`src/rtl/txinit_pkg.sv`:
```
package txinit_pkg;

    localparam logic [7:0] DEV_ADDR = 8'h72;
    localparam logic [7:0] ID_VALUE = 8'hB4;

    typedef enum logic [2:0] {
        PH_RESET,
        PH_SETTLE,
        PH_ISSUE,
        PH_WAIT,
        PH_DONE,
        PH_FAIL
    } phase_e;

    typedef enum logic [3:0] {
        ST_NONE   = 4'd0,
        ST_UNLOCK = 4'd1,
        ST_IDENT  = 4'd2,
        ST_POWER  = 4'd3,
        ST_TERM   = 4'd4,
        ST_PLL    = 4'd5,
        ST_PRE    = 4'd6,
        ST_FMT    = 4'd7,
        ST_AVI    = 4'd8,
        ST_SYNC   = 4'd9
    } step_e;

    typedef struct packed {
        logic       rd;
        logic [7:0] offs;
        logic [7:0] data;
        logic       capture;
        logic       ident;
        step_e      step;
    } op_t;

    function automatic op_t mk_op(input logic rd, input logic [7:0] offs,
                                  input logic [7:0] data, input step_e step);
        op_t o;
        o.rd      = rd;
        o.offs    = offs;
        o.data    = data;
        o.capture = 1'b0;
        o.ident   = 1'b0;
        o.step    = step;
        return o;
    endfunction

endpackage

```
`src/rtl/txinit_timer.sv`:
```
module txinit_timer #(
    parameter int             W    = 8,
    parameter logic [W-1:0]   INIT = '0
) (
    input  logic         clk,
    input  logic         rst_n,
    input  logic         load,
    input  logic [W-1:0] load_val,
    output logic         expired
);

    logic [W-1:0] cnt_d, cnt_q;

    always_comb begin
        cnt_d = cnt_q;
        if (load) begin
            cnt_d = load_val;
        end else if (cnt_q != '0) begin
            cnt_d = cnt_q - 1'b1;
        end
    end

    always_ff @(posedge clk or negedge rst_n) begin
        if (!rst_n) begin
            cnt_q <= INIT;
        end else begin
            cnt_q <= cnt_d;
        end
    end

    assign expired = (cnt_q == '0);

    // the delay counter steps down by one each cycle until it is empty
    p_count_down_r1: assert property (@(posedge clk) disable iff (!rst_n)
        (!load && cnt_q != '0) |=> (cnt_q == $past(cnt_q) - 1'b1));

endmodule

```
`src/rtl/txinit_oplist.sv`:
```
module txinit_oplist
    import txinit_pkg::*;
#(
    parameter int                    N_PRE     = 4,
    parameter int                    OPW       = 5,
    parameter logic [N_PRE*16-1:0]   PRE_TABLE = '0,
    parameter logic [7:0]            FMT_IN    = 8'h00,
    parameter logic [7:0]            FMT_OUT   = 8'h00,
    parameter logic [14*8-1:0]       AVI_BYTES = '0,
    parameter logic [7:0]            SYNC_CTRL = 8'h00
) (
    input  logic [OPW-1:0] op_idx,
    input  logic [7:0]     cap,
    output op_t            op
);

    localparam int L_PRE0 = 10;
    localparam int L_FMT0 = L_PRE0 + N_PRE;
    localparam int L_AVI0 = L_FMT0 + 2;
    localparam int L_SYNC = L_AVI0 + 14;

    int          idx;
    logic [15:0] pre_ent;
    logic [7:0]  avi_byte;

    always_comb begin
        idx      = int'(op_idx);
        pre_ent  = '0;
        avi_byte = '0;
        op       = mk_op(1'b0, 8'h00, 8'h00, ST_NONE);
        if (idx == 0) begin
            op = mk_op(1'b0, 8'hC7, 8'h00, ST_UNLOCK);
        end else if (idx == 1) begin
            op       = mk_op(1'b1, 8'h1B, 8'h00, ST_IDENT);
            op.ident = 1'b1;
        end else if (idx == 2) begin
            op = mk_op(1'b0, 8'h1E, 8'h00, ST_POWER);
        end else if (idx == 3) begin
            op = mk_op(1'b0, 8'hBC, 8'h01, ST_TERM);
        end else if (idx == 4) begin
            op = mk_op(1'b0, 8'hBD, 8'h82, ST_TERM);
        end else if (idx == 5) begin
            op         = mk_op(1'b1, 8'hBE, 8'h00, ST_TERM);
            op.capture = 1'b1;
        end else if (idx == 6) begin
            op = mk_op(1'b0, 8'hBE, cap | 8'h01, ST_TERM);
        end else if (idx == 7) begin
            op = mk_op(1'b0, 8'hBC, 8'h01, ST_PLL);
        end else if (idx == 8) begin
            op = mk_op(1'b0, 8'hBD, 8'h80, ST_PLL);
        end else if (idx == 9) begin
            op = mk_op(1'b0, 8'hBE, 8'h24, ST_PLL);
        end else if (idx < L_FMT0) begin
            pre_ent = PRE_TABLE[(idx - L_PRE0)*16 +: 16];
            op      = mk_op(1'b0, pre_ent[15:8], pre_ent[7:0], ST_PRE);
        end else if (idx == L_FMT0) begin
            op = mk_op(1'b0, 8'h09, FMT_IN, ST_FMT);
        end else if (idx == L_FMT0 + 1) begin
            op = mk_op(1'b0, 8'h0A, FMT_OUT, ST_FMT);
        end else if (idx < L_SYNC) begin
            avi_byte = AVI_BYTES[(idx - L_AVI0)*8 +: 8];
            op       = mk_op(1'b0, 8'h0C + 8'(idx - L_AVI0), avi_byte, ST_AVI);
        end else begin
            op = mk_op(1'b0, 8'h63, SYNC_CTRL, ST_SYNC);
        end
    end

    // the format bytes are never issued from a slot after the picture block
    always_comb begin
        if (idx >= L_AVI0) begin
            p_fmt_before_avi_r7: assert (op.offs != 8'h09 || op.step != ST_FMT);
        end
    end

endmodule

```
`src/rtl/hdmi_tx_bringup.sv`:
```
module hdmi_tx_bringup
    import txinit_pkg::*;
#(
    parameter int                    RST_CYC    = 64,
    parameter int                    SETTLE_CYC = 1000,
    parameter int                    ID_TRIES   = 8,
    parameter int                    N_PRE      = 4,
    parameter logic [N_PRE*16-1:0]   PRE_TABLE  = {16'h1A01, 16'h6004, 16'h0B00, 16'h0870},
    parameter logic [7:0]            FMT_IN     = 8'h00,
    parameter logic [7:0]            FMT_OUT    = 8'h00,
    parameter logic [14*8-1:0]       AVI_BYTES  = '0,
    parameter logic [7:0]            SYNC_CTRL  = 8'h40
) (
    input  logic       clk,
    input  logic       rst_n,
    output logic       dev_rst_n,
    output logic [7:0] cmd_dev,
    output logic [7:0] cmd_offs,
    output logic [7:0] cmd_wdata,
    output logic       cmd_rd,
    output logic       cmd_start,
    input  logic       cmd_done,
    input  logic       cmd_nack,
    input  logic [7:0] cmd_rdata,
    output logic       busy,
    output logic       done,
    output logic       err,
    output logic [3:0] err_step
);

    localparam int N_OPS = 10 + N_PRE + 2 + 14 + 1;
    localparam int OPW   = $clog2(N_OPS);
    localparam int TRW   = $clog2(ID_TRIES + 1);
    localparam int TMAX  = (RST_CYC > SETTLE_CYC) ? RST_CYC : SETTLE_CYC;
    localparam int TW    = $clog2(TMAX + 1);

    typedef struct packed {
        phase_e         phase;
        logic [OPW-1:0] op;
        logic [TRW-1:0] tries;
        logic [7:0]     cap;
        step_e          code;
    } state_t;

    state_t        s_d, s_q;
    op_t           cur;
    logic          t_load;
    logic [TW-1:0] t_val;
    logic          t_exp;

    txinit_timer #(
        .W    (TW),
        .INIT (TW'(RST_CYC - 1))
    ) u_timer (
        .clk      (clk),
        .rst_n    (rst_n),
        .load     (t_load),
        .load_val (t_val),
        .expired  (t_exp)
    );

    txinit_oplist #(
        .N_PRE     (N_PRE),
        .OPW       (OPW),
        .PRE_TABLE (PRE_TABLE),
        .FMT_IN    (FMT_IN),
        .FMT_OUT   (FMT_OUT),
        .AVI_BYTES (AVI_BYTES),
        .SYNC_CTRL (SYNC_CTRL)
    ) u_ops (
        .op_idx (s_q.op),
        .cap    (s_q.cap),
        .op     (cur)
    );

    always_comb begin
        s_d    = s_q;
        t_load = 1'b0;
        t_val  = TW'(SETTLE_CYC - 1);
        unique case (s_q.phase)
            PH_RESET: begin
                if (t_exp) begin
                    t_load    = 1'b1;
                    s_d.phase = PH_SETTLE;
                end
            end
            PH_SETTLE: begin
                if (t_exp) begin
                    s_d.phase = PH_ISSUE;
                end
            end
            PH_ISSUE: begin
                s_d.phase = PH_WAIT;
            end
            PH_WAIT: begin
                if (cmd_done) begin
                    if (cmd_nack) begin
                        s_d.phase = PH_FAIL;
                        s_d.code  = cur.step;
                    end else if (cur.ident && cmd_rdata != ID_VALUE) begin
                        if (s_q.tries == TRW'(ID_TRIES - 1)) begin
                            s_d.phase = PH_FAIL;
                            s_d.code  = ST_IDENT;
                        end else begin
                            s_d.tries = s_q.tries + 1'b1;
                            s_d.phase = PH_ISSUE;
                        end
                    end else begin
                        if (cur.capture) begin
                            s_d.cap = cmd_rdata;
                        end
                        if (s_q.op == OPW'(N_OPS - 1)) begin
                            s_d.phase = PH_DONE;
                        end else begin
                            s_d.op    = s_q.op + 1'b1;
                            s_d.phase = PH_ISSUE;
                        end
                    end
                end
            end
            default: begin
            end
        endcase
    end

    always_ff @(posedge clk or negedge rst_n) begin
        if (!rst_n) begin
            s_q <= '{phase: PH_RESET, op: '0, tries: '0, cap: '0, code: ST_NONE};
        end else begin
            s_q <= s_d;
        end
    end

    assign dev_rst_n = (s_q.phase != PH_RESET);
    assign cmd_dev   = DEV_ADDR;
    assign cmd_offs  = cur.offs;
    assign cmd_wdata = cur.data;
    assign cmd_rd    = cur.rd;
    assign cmd_start = (s_q.phase == PH_ISSUE);
    assign done      = (s_q.phase == PH_DONE);
    assign err       = (s_q.phase == PH_FAIL);
    assign busy      = !(done || err);
    assign err_step  = s_q.code;

    logic seen_q;
    always_ff @(posedge clk or negedge rst_n) begin
        if (!rst_n) begin
            seen_q <= 1'b0;
        end else begin
            seen_q <= seen_q | cmd_start;
        end
    end

    // no command while the transmitter is held in reset
    p_no_cmd_in_reset_r1: assert property (@(posedge clk) disable iff (!rst_n)
        cmd_start |-> dev_rst_n);

    // the very first command is the mode-unlock write
    p_first_write_r2: assert property (@(posedge clk) disable iff (!rst_n)
        (cmd_start && !seen_q) |-> (cmd_offs == 8'hC7 && !cmd_rd && cmd_wdata == 8'h00));

    // start is a single-cycle pulse
    p_single_pulse_r8: assert property (@(posedge clk) disable iff (!rst_n)
        cmd_start |=> !cmd_start);

    // command fields hold while the command is outstanding
    p_hold_fields_r8: assert property (@(posedge clk) disable iff (!rst_n)
        (s_q.phase == PH_WAIT && !cmd_done) |=>
            ($stable(cmd_offs) && $stable(cmd_wdata) && $stable(cmd_rd)));

    // nothing is issued once the sequence has ended
    p_quiet_after_end_r9: assert property (@(posedge clk) disable iff (!rst_n)
        (done || err) |-> !cmd_start);

    // an ack error always ends in the failure state
    p_nack_fails_r9: assert property (@(posedge clk) disable iff (!rst_n)
        (s_q.phase == PH_WAIT && cmd_done && cmd_nack) |=> (err && err_step != 4'd0));

    // end states are exclusive and sticky
    p_status_excl_r10: assert property (@(posedge clk) disable iff (!rst_n)
        !(done && err));
    p_sticky_end_r10: assert property (@(posedge clk) disable iff (!rst_n)
        (done || err) |=> ($stable(done) && $stable(err) && $stable(err_step)));

endmodule

```
`config.mk`:
```
export PLATFORM = sky130hd
export DESIGN_NAME = hdmi_tx_bringup
export DESIGN_NICKNAME = d
export VERILOG_FILES = /design/src/rtl/txinit_pkg.sv /design/src/rtl/txinit_timer.sv /design/src/rtl/txinit_oplist.sv /design/src/rtl/hdmi_tx_bringup.sv
export SDC_FILE = /design/constraint.sdc
export NUM_CORES = 1
export LEC_CHECK = 0
export BUFFER_PORTS_ARGS = -buffer_cell sky130_fd_sc_hd__buf_2
export CORE_ASPECT_RATIO = 1.25
export CORE_MARGIN = 2
export CORE_UTILIZATION = 35
export CTS_CLUSTER_SIZE = 14
export DETAILED_ROUTE_END_ITERATION = 10
export GPL_ROUTABILITY_DRIVEN = 0
export PLACE_DENSITY_LB_ADDON = 0.12
export SYNTH_ARGS = -nofsm -noshare
export SYNTH_HDL_FRONTEND = slang
export SYNTH_SLANG_ARGS = --single-unit
```
`constraint.sdc`:
```
create_clock -name clk -period 4.7 [get_ports clk]
set_clock_uncertainty 0.1 [all_clocks]
set_input_delay 0.47 -clock clk [delete_from_list [all_inputs] [get_ports clk]]
set_output_delay 0.47 -clock clk [all_outputs]
set_load 0.005 [all_outputs]
```
[Yosys cells after proc, flatten, opt, wreduce, memory -nomap -nowiden]
Index checks and enable logic that the tools add are counted.
Word-level totals
  flip-flop bits (word level): 34
  word-level logic and storage cells: 95
Operators by class
  $add $sub $neg: 6
  $lt $le $gt $ge: 2
  equality and inequality tests: 22
  shift-type cells: 2
  multiplexer cells: 36
  bitwise logic cells: 4
  reductions and logical operators: 17
Operators by type and width (number)
  $mux W23: 13
  $shiftx A112 B32 Y8 const A: 1
  $shiftx A64 B32 Y16 const A: 1
  $eq A5 B5 Y1 const B: 5
  $mux W24: 1
  $mux W22: 1
  $eq A5 B4 Y1 const B: 4
  $mux W10: 2
  $mux W4: 5
  $mux W3: 6
  $mux W17: 1
  $mux W8: 2
  $reduce_and A5 Y1: 3
  $pmux W3 S4: 1
  $eq A5 B3 Y1 const B: 2
  $logic_not A10 Y1: 1
  $mux W5: 2
  $reduce_bool A10 Y1: 1
  $sub A10 B1 Y10 const B: 1
  $add A4 B8 Y8 const A: 1
  $ne A8 B8 Y1 const B: 1
  $reduce_and A4 Y1: 2
  $eq A3 B2 Y1 const B: 2
  $eq A3 B3 Y1 const B: 2
  other kinds (20): 28

[Logic depth before layout (Yosys ltp)]
  depth in word-level cells: 21
  mapped depth: 9

[Modules after synthesis]
From an unflattened synthesis, not the netlist that was laid out.
Unflattened totals
  cell total of the unflattened synthesis: 317
  area total of the unflattened synthesis: 2711.4 um2
By module, submodules not included
  hdmi_tx_bringup: times used 1, cells an instance 107, area each 1234.9 um2, seq. area each 600.6 um2
  txinit_oplist: times used 1, cells an instance 142, area each 848.3 um2, seq. area each 0.0 um2
  txinit_timer: times used 1, cells an instance 68, area each 628.1 um2, seq. area each 257.7 um2

[Least setup slack after synthesis]
No wires, ideal clock.
  path type: register to output
  start: register s_q[19] (netlist bit)
  end: output cmd_offs[4]
  arrival time: 2.223 ns
  path slack: 1.907 ns
  cell stages (with the launch flop): 9
  buffers on the path: 2
  path through: dfrtp_1 -> clkbuf_1 -> inv_1 -> ha_1 -> buf_2 -> a22oi_1 -> a31oi_1 -> or2_2 -> o31a_1
On the way
  word-level cells in the longest chain between the ends: 16
  elaborated cells on any way between the ends: 32
  those cells by class: add/sub: 3; order compare: 2; eq/ne: 11; shift: 1; mux: 14; reduce/logical: 1
Ends and longest elaborated chain
  start: declaration: RTL line hdmi_tx_bringup.sv:45  | state_t s_d, s_q;
  start signal: assignment: RTL line hdmi_tx_bringup.sv:128  | s_q <= '{phase: PH_RESET, op: '0, tries: '0, cap: '0, code: ST_NONE};
  $sub A5 B5 Y6: RTL line txinit_oplist.sv:62  | op = mk_op(1'b0, 8'h0C + 8'(idx - L_AVI0), avi_byte, ST_AVI);
  $add A4 B8 Y8: RTL line txinit_oplist.sv:62
  $mux W22: RTL line txinit_oplist.sv:60  | end else if (idx < L_SYNC) begin
  $mux W23: RTL line txinit_oplist.sv:58  | end else if (idx == L_FMT0 + 1) begin
  $mux W23: RTL line txinit_oplist.sv:56  | end else if (idx == L_FMT0) begin
  $mux W23: RTL line txinit_oplist.sv:53  | end else if (idx < L_FMT0) begin
  $mux W23: RTL line txinit_oplist.sv:51  | end else if (idx == 9) begin
  $mux W23: RTL line txinit_oplist.sv:49  | end else if (idx == 8) begin
  $mux W23: RTL line txinit_oplist.sv:47  | end else if (idx == 7) begin
  $mux W23: RTL line txinit_oplist.sv:45  | end else if (idx == 6) begin
  $mux W23: RTL line txinit_oplist.sv:42  | end else if (idx == 5) begin
  $mux W23: RTL line txinit_oplist.sv:40  | end else if (idx == 4) begin
  $mux W23: RTL line txinit_oplist.sv:38  | end else if (idx == 3) begin
  $mux W23: RTL line txinit_oplist.sv:36  | end else if (idx == 2) begin
  $mux W23: RTL line txinit_oplist.sv:33  | end else if (idx == 1) begin
  $mux W23 (*): RTL line txinit_oplist.sv:31  | if (idx == 0) begin
  end: declaration: RTL line hdmi_tx_bringup.sv:18  | output logic [7:0] cmd_offs,
Mark *: on every way between the ends. The rest lies on a longest branch, timed or not.

[Worst setup path in the final report]
  start: register s_q[20] (netlist bit)
  end: output cmd_offs[1]
On the way
  word-level cells in the longest chain between the ends: 15
  elaborated cells on any way between the ends: 30
  those cells by class: add/sub: 1; order compare: 2; eq/ne: 11; shift: 1; mux: 14; reduce/logical: 1
Ends and longest elaborated chain (RTL line)
  parallel branches: the longest is 14 deep, another holds $sub A5 B4 Y6
  $mux W23 (*): txinit_oplist.sv:31
Every way passes the cells marked *.

==> key figures <==
Clock network
  • Clk buf depth: 2
  • H-Tree Depth: 2
  • CTS tree: yes
  • Post-CTS setup buffers: 0
  • CTS clock-pin slew for the worst setup and hold paths: 0.07 ns
  • Clock sinks: 33
  • Hold_buf cts: 0
  • Worst-skew pair later-pin latency: 0.28 ns
  • Cts repair resizes: 0
  • CTS buffer count: 5
  • CTS root buf: clkbuf_8

Setup path
  • Crit-path cells: clkinv_1, ha_1, a211oi_1, o221ai_1, nor3_1, o21ai_0, buf_2
  • Critical path arrival: 2.95 ns
  • Crit path kind: reg2out
  • Crit path buf inv count: 2
  • Reg-to-Reg Start: s_q[20]
  • CP top delay family: flip-flops
  • CP Capture Type: output pin
  • Critical path origin: s_q[20]
  • CP Max Fanout: 27
  • Slowest cell on crit path: dfrtp_1
  • CP max stage delay: 0.85 ns
  • Worst EP required: 4.13 ns
  • Crit start category: flop

Timing
  • Worst-margin pin slew: 0.7820 ns
  • Final Max Tran Viols: 0
  • Fin crit share: 0.7498
  • Tmin final: 3.524 ns
  • Final hold violations: 0
  • Slew margin rel.: 0.4787
  • Endpoints failing setup: 0
  • Highest Clock Rate: 0.2838 GHz
  • RSZ-0062 raised after global routing: false
  • Sum Neg Setup Slack: 0 ns

Placed design
  • Placed instance area: 2849 um^2
  • Detail Placement HPWL: 5342 um
  • Port bufs: 37
  • Cells after DPL: 417

Drt
  • Vias: 2352
  • Detailed Route Iter0 Violations: 110
  • Vias/cell: 5.534
  • DR WL/cell: 16.42 um
  • Final ANT Viol Nets: 0
  • WL final: 6978 um
  • # DRC: 0
  • Drt pass-1 iters: 4

Final layout
  • Share of post-route cells with drive strength above 1: 0.2132
  • Ant. Diodes: 0
  • Final Instance Area: 2950 um^2
  • Nets: 359
  • Layout Cells excl Fill: 425
  • Area growth syn-to-layout: 10.29%

Flow run
  • MaxCap Viol Count: 0

Power and ir drop
  • Cell Pwr Density: 566.8 nW/um^2
  • Switching Share: 0.4608
  • P_sw: 0.7705 mW
  • Worst VDD drop: 0.0003743 V
  • Clock power frac: 0.140
  • Comb pwr share: 0.544
  • Flop pwr share: 0.316
  • Int Power: 0.9018 mW
  • Leakage Power: 1.271 nW

Global routing
  • Global Route Usage Sum: 0.1704
  • Global route overflow: 0
  • First-pass GRT wire length: 10840 um
  • Initial antenna violation count: 0
  • Vias in the first global route: 2135
  • Largest net degree at the start of global routing: 34

Logic synthesis
  • Predominant post-synthesis flop cell: dfrtp_1
  • Mapped Cells: 308
  • Share of the yosys chip area belonging to registers: 0.3115
  • Syn Area/Cell: 8.685 um^2
  • Post-synth EDFFs: 0
  • FF+latch count, synth: 33
  • Post-synthesis async set-or-reset flop share: 1.000
  • Post-Syn Area: 2675 um^2
  • Ys Warns: 0
  • Unique cell type count in the Yosys netlist: 61

Die
  • # IOs: 46
  • Die X: 82.20 um
  • Die ar.: 8363 um^2
  • Initial Util: 0.3615
  • Row count: 35
  • Die Ht: 101.7 um
  • Placeable Area: 7401 um^2

Status
  • Outcome: finished, final reports clean

Min path
  • Min-delay worst type: in2async
-- worst reg2reg max path: cells and delay by family, from the launching register on --
| family | cells | cell delay, ns |
|---|---|---|
| flops | 1 | 0.85 |
| simple gates | 1 | 0.58 |
| buf+inv | 1 | 0.52 |
| fa+ha+maj | 1 | 0.48 |
| compound gates | 1 | 0.14 |
-- path summary, 6_finish.rpt --
kind	slack (ns)	to	cells after the start
max in group asynchronous	3.88	u_timer.cnt_q[6]	1
worst max-delay path	1.18	cmd_offs[1]	7
worst min register to register	0.37	s_q[15]	1
worst min-delay path	0.15	s_q[13]	1
worst max register to register	1.88	err_step[2]	4
min in group clk	0.34	s_q[7]	2
-- power groups by stage --
stage | registers (mW) | clock network (mW) | logic (mW)
floorplan | 0.470 | 0 | 0.696
global placement | 0.535 | 0 | 0.904
detailed placement | 0.533 | 0 | 0.905
CTS | 0.529 | 0.241 | 0.910
global route | 0.550 | 0.252 | 1.00
finish | 0.529 | 0.233 | 0.910
-- flip-flops by register name, indices dropped and copies added (netlist names) --
name           flops
err_step           4
s_q               19
u_timer.cnt_q     10
-- cells in the mapped netlist, drive strengths merged (4+ instances only) --
master / instances / area (um^2)
dfrtp: 27 / 675.7
nor2: 26 / 105.1
buf: 19 / 122.6
o21ai: 19 / 95.09
a21oi: 17 / 85.08
ha: 15 / 187.7
inv: 15 / 56.30
nand2: 15 / 56.30
mux2: 10 / 112.6
nor3: 10 / 50.05
a211oi: 8 / 60.06
xnor2: 8 / 70.07
a31oi: 7 / 43.79
clkbuf: 7 / 26.28
nand3: 7 / 35.03
dfstp: 6 / 157.7
nor2b: 6 / 37.54
or3: 6 / 37.54
and2: 5 / 31.28
and3: 5 / 31.28
nand2b: 5 / 31.28
o31ai: 5 / 37.54
nor4: 4 / 46.29
o211ai: 4 / 30.03
o22ai: 4 / 25.02
-- cell type report --
type / count / area, um^2
Clock buffer: 7 / 96.34
Clock inverter: 1 / 5.005
Fill cell: 742 / 4451
Inverter: 16 / 60.06
Multi-Input combinational cell: 239 / 1655
Sequential cell: 33 / 833.3
Tap cell: 92 / 115.1
Timing Repair Buffer: 37 / 185.2
-- cell families (layout without fill, tap and decap cells) --
logic type / count (synthesis) / in the layout / synth area share
flip-flops: 33 / 33 / 0.3115
multiplexers: 11 / 11 / 0.04584
adder cells (fa/ha/maj): 16 / 16 / 0.07390
buffers and inverters: 42 / 61 / 0.07811
XOR/XNOR: 9 / 9 / 0.02947
AO/OA/AOI/OAI: 88 / 88 / 0.2208
AND/OR/NAND/NOR: 107 / 107 / 0.2376
other: 2 / 8 / 0.002807
-- layout by cell type (no fill, tap or decap), types with 5 or more instances in the layout --
cell      synthesis  layout
a211oi_1          8       8
a21oi_1          17      17
a31oi_1           7       7
and3_1            5       5
buf_2             5      37
clkbuf_8          0       7
conb_1            2       8
dfrtp_1          27      27
dfstp_2           6       6
ha_1             15      15
inv_1            15      15
mux2_2           10      10
nand2_1          15      15
nand2b_1          5       5
nand3_1           7       7
nor2_1           25      25
nor2b_1           6       6
nor3_1           10      10
o21ai_0          19      19
o31ai_1           5       5
or3_1             6       6
xnor2_1           8       8
-- routing by layer --
layer / global-route usage / vias up / share of wire
met5: 0 / - / 0
met4: 0.07949 / 0 / 0.026
met3: 0.02496 / 12 / 0.041
met2: 0.2680 / 56 / 0.48
met1: 0.2283 / 1119 / 0.45
li1: - / 1165 / -
-- metrics by stage --
step	power (mW)	hold slack (ns)	worst slack [ns]	util
3_5_place_dp	1.438	0.3573	1.492	0.3850
4_1_cts	1.681	0.1711	1.171	0.3986
3_3_place_gp	1.439	0.3579	1.529	0.3850
5_1_grt	1.807	0.2130	0.8764	0.3986
2_1_floorplan	1.165	0.07441	1.907	-
6_report	1.672	0.1500	1.176	0.3986
Power figures use the tool's default switching activity.
